===== src/rtl/msr_pkg.sv =====
package msr_pkg;
  typedef enum logic [2:0] {
    MODE_HOLD  = 3'b000,
    MODE_CLEAR = 3'b001,
    MODE_ASR   = 3'b010,
    MODE_SHL   = 3'b011,
    MODE_ROL   = 3'b100,
    MODE_LSR   = 3'b101,
    MODE_LOAD  = 3'b110,
    MODE_INV   = 3'b111
  } mode_e;
endpackage


===== src/rtl/msr_bit_mux.sv =====
module msr_bit_mux
  import msr_pkg::*;
(
  input  mode_e mode,
  input  logic  cur,
  input  logic  up_arith,
  input  logic  up_logic,
  input  logic  dn_shift,
  input  logic  dn_rot,
  input  logic  par,
  output logic  nxt
);
  always_comb begin
    unique case (mode)
      MODE_HOLD:  nxt = cur;
      MODE_CLEAR: nxt = 1'b0;
      MODE_ASR:   nxt = up_arith;
      MODE_SHL:   nxt = dn_shift;
      MODE_ROL:   nxt = dn_rot;
      MODE_LSR:   nxt = up_logic;
      MODE_LOAD:  nxt = par;
      MODE_INV:   nxt = ~cur;
      default:    nxt = cur;
    endcase
  end
endmodule


===== src/rtl/msr_store.sv =====
module msr_store #(
  parameter int WIDTH = 4
) (
  input  logic             clk,
  input  logic             rst,
  input  logic [WIDTH-1:0] d,
  output logic [WIDTH-1:0] q
);
  always_ff @(posedge clk) begin
    if (rst) q <= '0;
    else     q <= d;
  end
endmodule


===== src/rtl/msr_shift_reg.sv =====
module msr_shift_reg
  import msr_pkg::*;
#(
  parameter int WIDTH = 4
) (
  input  logic             clk,
  input  logic             rst,
  input  logic [2:0]       mode,
  input  logic [WIDTH-1:0] par_in,
  input  logic             ser_in,
  output logic [WIDTH-1:0] q_out
);
  localparam int TOP = WIDTH - 1;

  mode_e            mode_sel;
  logic [WIDTH-1:0] q_cur;
  logic [WIDTH-1:0] q_nxt;

  assign mode_sel = mode_e'(mode);

  for (genvar i = 0; i < WIDTH; i++) begin : g_bit
    logic up_a, up_l, dn_s, dn_r;
    if (i == TOP) begin : g_top
      assign up_a = q_cur[TOP];
      assign up_l = 1'b0;
    end else begin : g_mid_up
      assign up_a = q_cur[i+1];
      assign up_l = q_cur[i+1];
    end
    if (i == 0) begin : g_low
      assign dn_s = ser_in;
      assign dn_r = q_cur[TOP];
    end else begin : g_mid_dn
      assign dn_s = q_cur[i-1];
      assign dn_r = q_cur[i-1];
    end
    msr_bit_mux mux_i (
      .mode     (mode_sel),
      .cur      (q_cur[i]),
      .up_arith (up_a),
      .up_logic (up_l),
      .dn_shift (dn_s),
      .dn_rot   (dn_r),
      .par      (par_in[i]),
      .nxt      (q_nxt[i])
    );
  end

  msr_store #(.WIDTH(WIDTH)) store_i (
    .clk (clk),
    .rst (rst),
    .d   (q_nxt),
    .q   (q_cur)
  );

  assign q_out = q_cur;
endmodule


===== config.mk =====
export PLATFORM = sky130hd
export DESIGN_NAME = msr_shift_reg
export DESIGN_NICKNAME = d
export VERILOG_FILES = /design/src/rtl/msr_pkg.sv /design/src/rtl/msr_bit_mux.sv /design/src/rtl/msr_store.sv /design/src/rtl/msr_shift_reg.sv
export SDC_FILE = /design/constraint.sdc
export NUM_CORES = 1
export LEC_CHECK = 0
export CORE_AREA = 2 2 39 41
export DETAILED_ROUTE_END_ITERATION = 10
export DIE_AREA = 0 0 41 43
export HOLD_SLACK_MARGIN = 0.02
export SYNTH_ARGS = -nofsm -noshare
export SYNTH_HDL_FRONTEND = slang
export SYNTH_HIERARCHICAL = 1
export SYNTH_SLANG_ARGS = --single-unit

===== constraint.sdc =====
create_clock -name clk -period 2.8 [get_ports clk]
set_input_delay 0.42 -clock clk [delete_from_list [all_inputs] [get_ports clk]]
set_output_delay 0.42 -clock clk [all_outputs]
set_load 0.01 [all_outputs]

==> flow_summary.json <==
{
  "status": "complete, no violations",
  "syn_to_final_growth_pct": 48.76,
  "cp.required_ps": 2920,
  "synth.ff_latch_count": 4,
  "setup_violations": 0,
  "track_usage": 0.1128,
  "holdPathStages": 2,
  "reg.largest.list": "store_i/q: 4 flops",
  "skew_ps": 1.081,
  "top_register": "store_i/q",
  "rsz0062_at_grt": "false",
  "wire_per_inst_um": 11.54,
  "io_pins": 14,
  "core-area_mm2": 0.001384,
  "start_util": 0.2559,
  "antenna_cells": 0,
  "p_per_area_mw_per_mm2": 389.6,
  "vias": 305,
  "cts_tree": "yes",
  "dp_hpwl_um": 551.2,
  "synth_cell_type_count": 9,
  "tightest_slew_ps": 527.6,
  "clockBufferDepth": 2,
  "r2r_cells": 4,
  "cp.arrival_ps": 2130,
  "dr.pass1.iters": 4,
  "grt_max_degree": 13,
  "cp_max_fo": 12,
  "ys_warn_count": 6,
  "vias_per_cell": 4.692,
  "yosysTopAreaCell": "mux4_2",
  "nets": 61,
  "netlist_area_um2": 354.1,
  "regToRegSetupSlack_ps": 1350,
  "period_share": 0.7168,
  "fin_setup_tns_ps": 0,
  "critical_path.endpoint_type": "flip-flop",
  "reg2reg_to": "store_i/q[2]",
  "cts.clk_slew.worst_paths_ps": 40,
  "r2r-start": "store_i/q[2]",
  "postSynthCellCount": 33,
  "max_freq_mhz": 498.2,
  "drc": 0,
  "cts_max_level": 1,
  "slew_headroom": 0.6472,
  "layout-drive-gt1-share": 0.2245,
  "crit_chain": "clkdlybuf4s50_1 -> mux4_2 -> mux2_4 -> nor2b_1",
  "cp-endpoint": "store_i/q[0]",
  "grt_pass1_vias": 305,
  "startpoint": "mode[0]",
  "cts_buffers": 3,
  "synthTopCellsByArea": "mux4_2, dfxtp_1, mux2_4, mux2i_1, nor2b_1",
  "grt_pass1_wl_mm": 1.324,
  "seq_area_frac_synth": 0.2261,
  "syn-num-nets": 43,
  "antenna_found_initial": 0,
  "totalWireLength_um": 750,
  "clkSinkCount": 4,
  "ctsHoldBuffers": 0,
  "fin_cells": 65,
  "io_buffers": 13,
  "drv_slew": 0,
  "die_y_um": 43,
  "cpPeakStageDelay_ps": 760,
  "avgSynthCellArea_um2": 10.73,
  "crit_slowest_cell": "clkdlybuf4s50_1",
  "path_class": "in -> reg",
  "drtAntennaViolNets": 0,
  "cp-start-kind": "input pin",
  "die_w_um": 41,
  "fin_crit_ps": 2007,
  "rows": 14,
  "finalHoldViolations": 0,
  "leakagePower_nw": 0.2037,
  "drt_iter0_drc": 3,
  "clkLatencyLatePin_ps": 230,
  "max-vdd-ir-drop_v": 0.00008458,
  "cts-root-buf": "clkbuf_4",
  "maxCapViolations": 0,
  "ctsResizeCount": 0,
  "postCtsSetupRepairBufs": 0,
  "place_inst": 62,
  "dieArea_mm2": 0.001763,
  "largest_reg_flops": 4,
  "gp_congestion": 0.7009,
  "synth_top_area_frac": 0.2544,
  "grt_overflow": 0,
  "hp-class": "in -> reg",
  "fin_util": 0.3807
}
-- critical path: cells and delay by family --
kind	cells	cell delay, ps
multiplexers	2	820
buffers and inverters	1	760
AND/OR/NAND/NOR	1	120
-- cell usage after synthesis, drive strengths merged --
library cell	instances
mux2	4
dfxtp	4
conb	1
nor2b	4
nand3	4
inv	4
o21ai	4
mux2i	4
mux4	4
-- how the worst min path moves through the flow --
stage | startpoint | to | slack (ps)
3_5_place_dp | store_i/q[0] | store_i/q[1] | 840
5_1_grt | rst | store_i/q[3] | 820
4_1_cts | rst | store_i/q[1] | 810
3_3_place_gp | store_i/q[0] | store_i/q[1] | 810
2_1_floorplan | rst | store_i/q[0] | 490
6_report | rst | store_i/q[3] | 810
-- metal layers --
layer,share of wire,GRT usage,routed length (um)
met3,0.051,0.01571,38
met4,0,0.1000,0
met5,0,0,0
met2,0.51,0.1563,386
met1,0.43,0.1429,325
-- kinds of logic (layout without fill, tap and decap cells) --
logic type,count (synthesis),after routing,synth area share
buffers and inverters,4,20,0.04239
AO/OA/AOI/OAI,4,4,0.05654
flip-flops,4,4,0.2262
other,1,1,0.01059
multiplexers,12,12,0.5371
AND/OR/NAND/NOR,8,8,0.1272
-- cells in the final DEF, fill, tap and decap left out --
| master | netlist | final |
|---|---|---|
| o21ai_0 | 4 | 4 |
| mux2i_1 | 4 | 4 |
| conb_1 | 1 | 1 |
| dfxtp_1 | 4 | 4 |
| nor2b_1 | 4 | 4 |
| inv_1 | 4 | 4 |
| mux4_2 | 4 | 4 |
| clkbuf_4 | 0 | 3 |
| clkdlybuf4s50_1 | 0 | 13 |
| nand3_1 | 4 | 4 |
| mux2_4 | 4 | 4 |
-- where the power goes --
| part | internal (mW) | total (mW) | switching [mW] |
|---|---|---|---|
| logic | 0.0446 | 0.0642 | 0.0196 |
| registers | 0.0618 | 0.0690 | 0.00727 |
| clock network | 0.0480 | 0.0720 | 0.0240 |
-- metrics by stage --
step	hold slack (ps)	total power, mW	cell area (um^2)	worst slack, ps
2_1_floorplan	491.6	0.1023	354.1	1391
3_3_place_gp	806.5	0.1338	504.2	544.4
5_1_grt	824.2	0.2216	526.8	680.6
3_5_place_dp	841.1	0.1350	504.2	522.2
4_1_cts	806.3	0.2114	526.8	778.1
6_report	813.5	0.2052	526.8	792.8
-- layout make-up --
class / count / area [um^2]
Fill cell: 147 / 857.1
Timing Repair Buffer: 13 / 130.1
Multi-Input combinational cell: 25 / 259.0
Sequential cell: 4 / 80.08
Inverter: 4 / 15.01
Clock buffer: 3 / 22.52
Tap cell: 16 / 20.02
Power figures use the tool's default switching activity.
